## config.mk

```make
export PLATFORM = sky130hd
export DESIGN_NAME = nibble_rtc_master
export DESIGN_NICKNAME = d
export VERILOG_FILES = /design/src/rtl/nibble_rtc_master.sv
export SDC_FILE = /design/constraint.sdc
export NUM_CORES = 1
export LEC_CHECK = 0
export ABC_CLOCK_PERIOD_IN_PS = 4600
export BUFFER_PORTS_ARGS = -buffer_cell sky130_fd_sc_hd__buf_2
export CORE_MARGIN = 4
export CORE_UTILIZATION = 59
export CTS_BUF_LIST = sky130_fd_sc_hd__clkbuf_16
export DETAILED_ROUTE_END_ITERATION = 10
export PLACE_DENSITY = 0.82
export SLEW_MARGIN = 20
export SYNTH_ARGS = -nofsm -noshare
export SYNTH_HDL_FRONTEND = slang
export SYNTH_SLANG_ARGS = --single-unit
```

## constraint.sdc

```tcl
create_clock -name clk -period 4.6 [get_ports clk]
set_input_delay 0.23 -clock clk [delete_from_list [all_inputs] [get_ports clk]]
set_output_delay 0.23 -clock clk [all_outputs]
set_load 0.1 [all_outputs]
```

## src/rtl/nibble_rtc_master.sv

```systemverilog
module nibble_rtc_master #(
  parameter int HALF_CYC = 3
) (
  input  logic       clk,
  input  logic       rst_n,
  input  logic       host_ce,
  input  logic       req,
  input  logic       req_rd,
  input  logic [3:0] req_addr,
  input  logic [3:0] req_wdata,
  output logic       done,
  output logic [3:0] rd_data,
  output logic       ser_ce,
  output logic       ser_clk,
  output logic       ser_dout,
  output logic       ser_oe,
  input  logic       ser_din
);
  localparam int CW = (HALF_CYC > 1) ? $clog2(HALF_CYC) : 1;
  localparam logic [CW-1:0] DIV_LAST = CW'(HALF_CYC - 1);
  localparam logic [3:0] LAST_BIT = 4'd15;
  localparam logic [3:0] TURN_BIT = 4'd8;
  localparam logic [3:0] KEEP_BIT = 4'd12;

  logic          busy;
  logic          dir_rd;
  logic [CW-1:0] div_cnt;
  logic [3:0]    bit_idx;
  logic [15:0]   shreg;
  logic [3:0]    rx;

  wire tick  = (div_cnt == DIV_LAST);
  wire start = !busy && req && host_ce;

  always_ff @(posedge clk) begin
    if (!rst_n) begin
      busy    <= 1'b0;
      dir_rd  <= 1'b0;
      div_cnt <= '0;
      bit_idx <= '0;
      shreg   <= '0;
      rx      <= '0;
      rd_data <= '0;
      done    <= 1'b0;
      ser_clk <= 1'b0;
    end else begin
      done <= 1'b0;
      if (start) begin
        busy    <= 1'b1;
        dir_rd  <= req_rd;
        div_cnt <= '0;
        bit_idx <= '0;
        ser_clk <= 1'b0;
        shreg   <= req_rd ? {4'b1110, req_addr, 8'h00}
                          : {4'b1010, req_addr, 4'b1001, req_wdata};
      end else if (busy) begin
        if (!host_ce) begin
          busy    <= 1'b0;
          ser_clk <= 1'b0;
          div_cnt <= '0;
        end else if (tick) begin
          div_cnt <= '0;
          if (!ser_clk) begin
            ser_clk <= 1'b1;
            if (dir_rd && bit_idx >= KEEP_BIT)
              rx <= {rx[2:0], ser_din};
          end else begin
            ser_clk <= 1'b0;
            if (bit_idx == LAST_BIT) begin
              busy <= 1'b0;
              done <= 1'b1;
              if (dir_rd) rd_data <= rx;
            end else begin
              bit_idx <= bit_idx + 4'd1;
              shreg   <= {shreg[14:0], 1'b0};
            end
          end
        end else begin
          div_cnt <= div_cnt + CW'(1);
        end
      end
    end
  end

  assign ser_ce   = host_ce;
  assign ser_dout = busy & shreg[15];
  assign ser_oe   = busy & !(dir_rd && bit_idx >= TURN_BIT);

endmodule

```

==> impl_metrics.toml <==
[clock_network]
cts-htree-levels = 2
root_buffer = "clkbuf_16"
cts.sinks = 34
clk_pin_slew_ns = 0.05
postCtsSetupBuffers = 0
clock_path_buffers = 2
cts_resized = 0
cts_buffers = 5
clkLatencyLatePin_ns = 0.27
holdBufCountCts = 0
cts_tree = "yes"

[global_routing]
grt_use_met1_pct = 21.3
use_met2_pct = 32.9
grt_pass1_vias = 1140
antenna_found_initial = 0
grt_pass1_wl_um = 4950
grt_overflow = 0
busiest_layer = "met2"
grt_use_total_pct = 18.9
use_met3_pct = 7.02
grt_max_degree = 29

[detailed_routing]
dr.pass1.iters = 4
initialDrtViolationCount = 34
wl_per_cell_um = 13.8
drt-vias-per-instance = 5.82
ant_nets = 0
drc = 0
drt_wl_total_um = 3000
vias = 1264

[die]
die_w_um = 58.4
start_util_pct = 61.1
rows = 18
die_y_um = 58.4
boundaryPins = 23
coreArea_um2 = 2450
dieArea_um2 = 3410

[power]
ir_worst_vdd_mv = 0.376
pwr-share-clk_pct = 45.7
p_per_area_nw_per_um2 = 377
swShare_pct = 21.1
p_sw_w = 0.000136
seqPwrFrac_pct = 47.8
p_total_w = 0.000646
p_int_w = 0.000509
p_leak_nw = 0.724
comb_power_share_pct = 6.5

[timing]
layout_min_cycle_time_ns = 2.10
timing.hold.ws_ns = 0.177
hold_violations = 0
finalMaxSlewViolations = 0
clock.fmax_ghz = 0.476
setup_tns_ns = 0
finalSetupViolations = 0
fin_crit_sh_pct = 45.7
fin_worst_skew_ns = 0.00572
tightest_slew_ns = 1.01
rsz0062_at_grt = "no"
slew_headroom_pct = 32.2

[setup_path]
crit_type = "flip-flop to flip-flop"
worstSetupStartpoint = "bit_idx[0]"
r2r-start = "bit_idx[0]"
cp_data_required_time_ns = 4.77
r2r-end = "shreg[0]"
path_max_fanout = 16
endpoint = "shreg[0]"
cp_data_arrival_time_ns = 2.27
worstSetupEndpointType = "flip-flop"
ff2ff_setup_slack_ns = 2.50
start_kind = "flip-flop"
worstRegToRegCells = 5

[final_layout]
instances_no_fill = 217
utilization_pct = 69.7
final_cell_mix = "34 x dfxtp_1, 22 x buf_2, 21 x nand2_1"
fillers = 207
syn2layout_area_growth_pct = 14.2
n_antenna_cell = 0
drive_gt1_share_pct = 16.0
final_nets = 204
final_common_cell = "dfxtp_1"

[placed_design]
dp_cells = 211
gp_congestion = 0.736
place_hpwl_um = 2040
port_buffers = 22

[worst_hold_path]
min_path_type = "input port to flip-flop"

[synth]
avgSynthCellArea_um2 = 8.66
synth_edf_count = 0
synth_fp_nets = 189
synth-main-ff-cell = "dfxtp_1"
yosys_warnings = 0
ys_ff_latch = 34
yosysUniqueCellTypes = 33
synthArstFlopShare_pct = 0
netlist_instances = 173
synth_area_um2 = 1500
ys_seq_area_share_pct = 45.4

[run_status]
status = "complete, no violations"

[flow_run]
maxCapViolCount = 0
## worst max-delay path: stages (launching register included)
cell and delay, ns:
dfxtp_1 0.33, ha_1 0.25, and3_1 0.23, nor3_2 0.81
o21ai_0 0.18, and2_1 0.19
## final cells by class
| type | count | area (µm²) | area share (%) |
|---|---|---|---|
| Multi-Input combinational cell | 121 | 739 | 43.2 |
| Sequential cell | 34 | 681 | 39.8 |
| Clock buffer | 5 | 125 | 7.31 |
| Timing Repair Buffer | 22 | 110 | 6.43 |
| Tap cell | 30 | 37.5 | 2.19 |
| Inverter | 4 | 15.0 | 0.877 |
| Clock inverter | 1 | 3.75 | 0.219 |
## power by group through the flow
stage          Sequential (W)  Clock, W  Combinational, W
2_1_floorplan        0.000312         0         0.0000334
3_3_place_gp         0.000314         0         0.0000399
3_5_place_dp         0.000314         0         0.0000414
4_1_cts              0.000309  0.000299         0.0000418
5_1_grt              0.000309  0.000315         0.0000464
6_report             0.000309  0.000295         0.0000417
## routing by layer
metal | part of all wire, % | up-vias
met5 | 0 | -
met4 | 0.70 | 0
met3 | 6.4 | 2
met2 | 50 | 36
met1 | 43 | 598
li1 | - | 628
## synthesized netlist by cell type (4+ instances only)
library cell	n	area (µm²)
clkbuf_1	8	30.0
dfxtp_1	34	681
and2_1	4	25.0
nor3_1	7	35.0
nand3_1	14	70.1
nand2_1	21	78.8
nor2_1	11	41.3
nor2b_1	6	37.5
a21oi_1	6	30.0
nand3b_1	5	37.5
inv_1	4	15.0
mux2i_1	9	90.1
o21ai_0	12	60.1
## sequential cells by signal, summed over array words and instances (netlist names)
name,cells
done,1
rd_data,4
ser_clk,1
bit_idx,4
dir_rd,1
rx,4
shreg,16
div_cnt,2
busy,1
## stage by stage
stage,instance area [µm²],worst slack (ns)
floorplan,1500,2.30
global placement,1580,2.64
detailed placement,1580,2.56
CTS,1710,2.53
global route,1710,2.34
finish,1710,2.50
## cells by family after synthesis
| group | count (synthesis) | synth area share, % |
|---|---|---|
| compound gates | 28 | 11.4 |
| xor+xnor | 1 | 0.584 |
| fa+ha+maj | 2 | 1.67 |
| buf+inv | 18 | 5.26 |
| flops | 34 | 45.4 |
| mux | 10 | 6.76 |
| simple gates | 80 | 29.0 |
## worst min-delay path by stage
stage,start,endpoint,slack [ns],depth (start not counted)
after detailed placement,shreg[11],shreg[12],0.45,2
after floorplan,req_addr[2],shreg[10],0.36,2
after global routing,req_addr[3],shreg[11],0.20,3
final,req_addr[2],shreg[10],0.18,3
after CTS,req_addr[2],shreg[10],0.18,3
after global placement,shreg[11],shreg[12],0.44,2
Note: power is estimated with default switching activity, not from simulation.
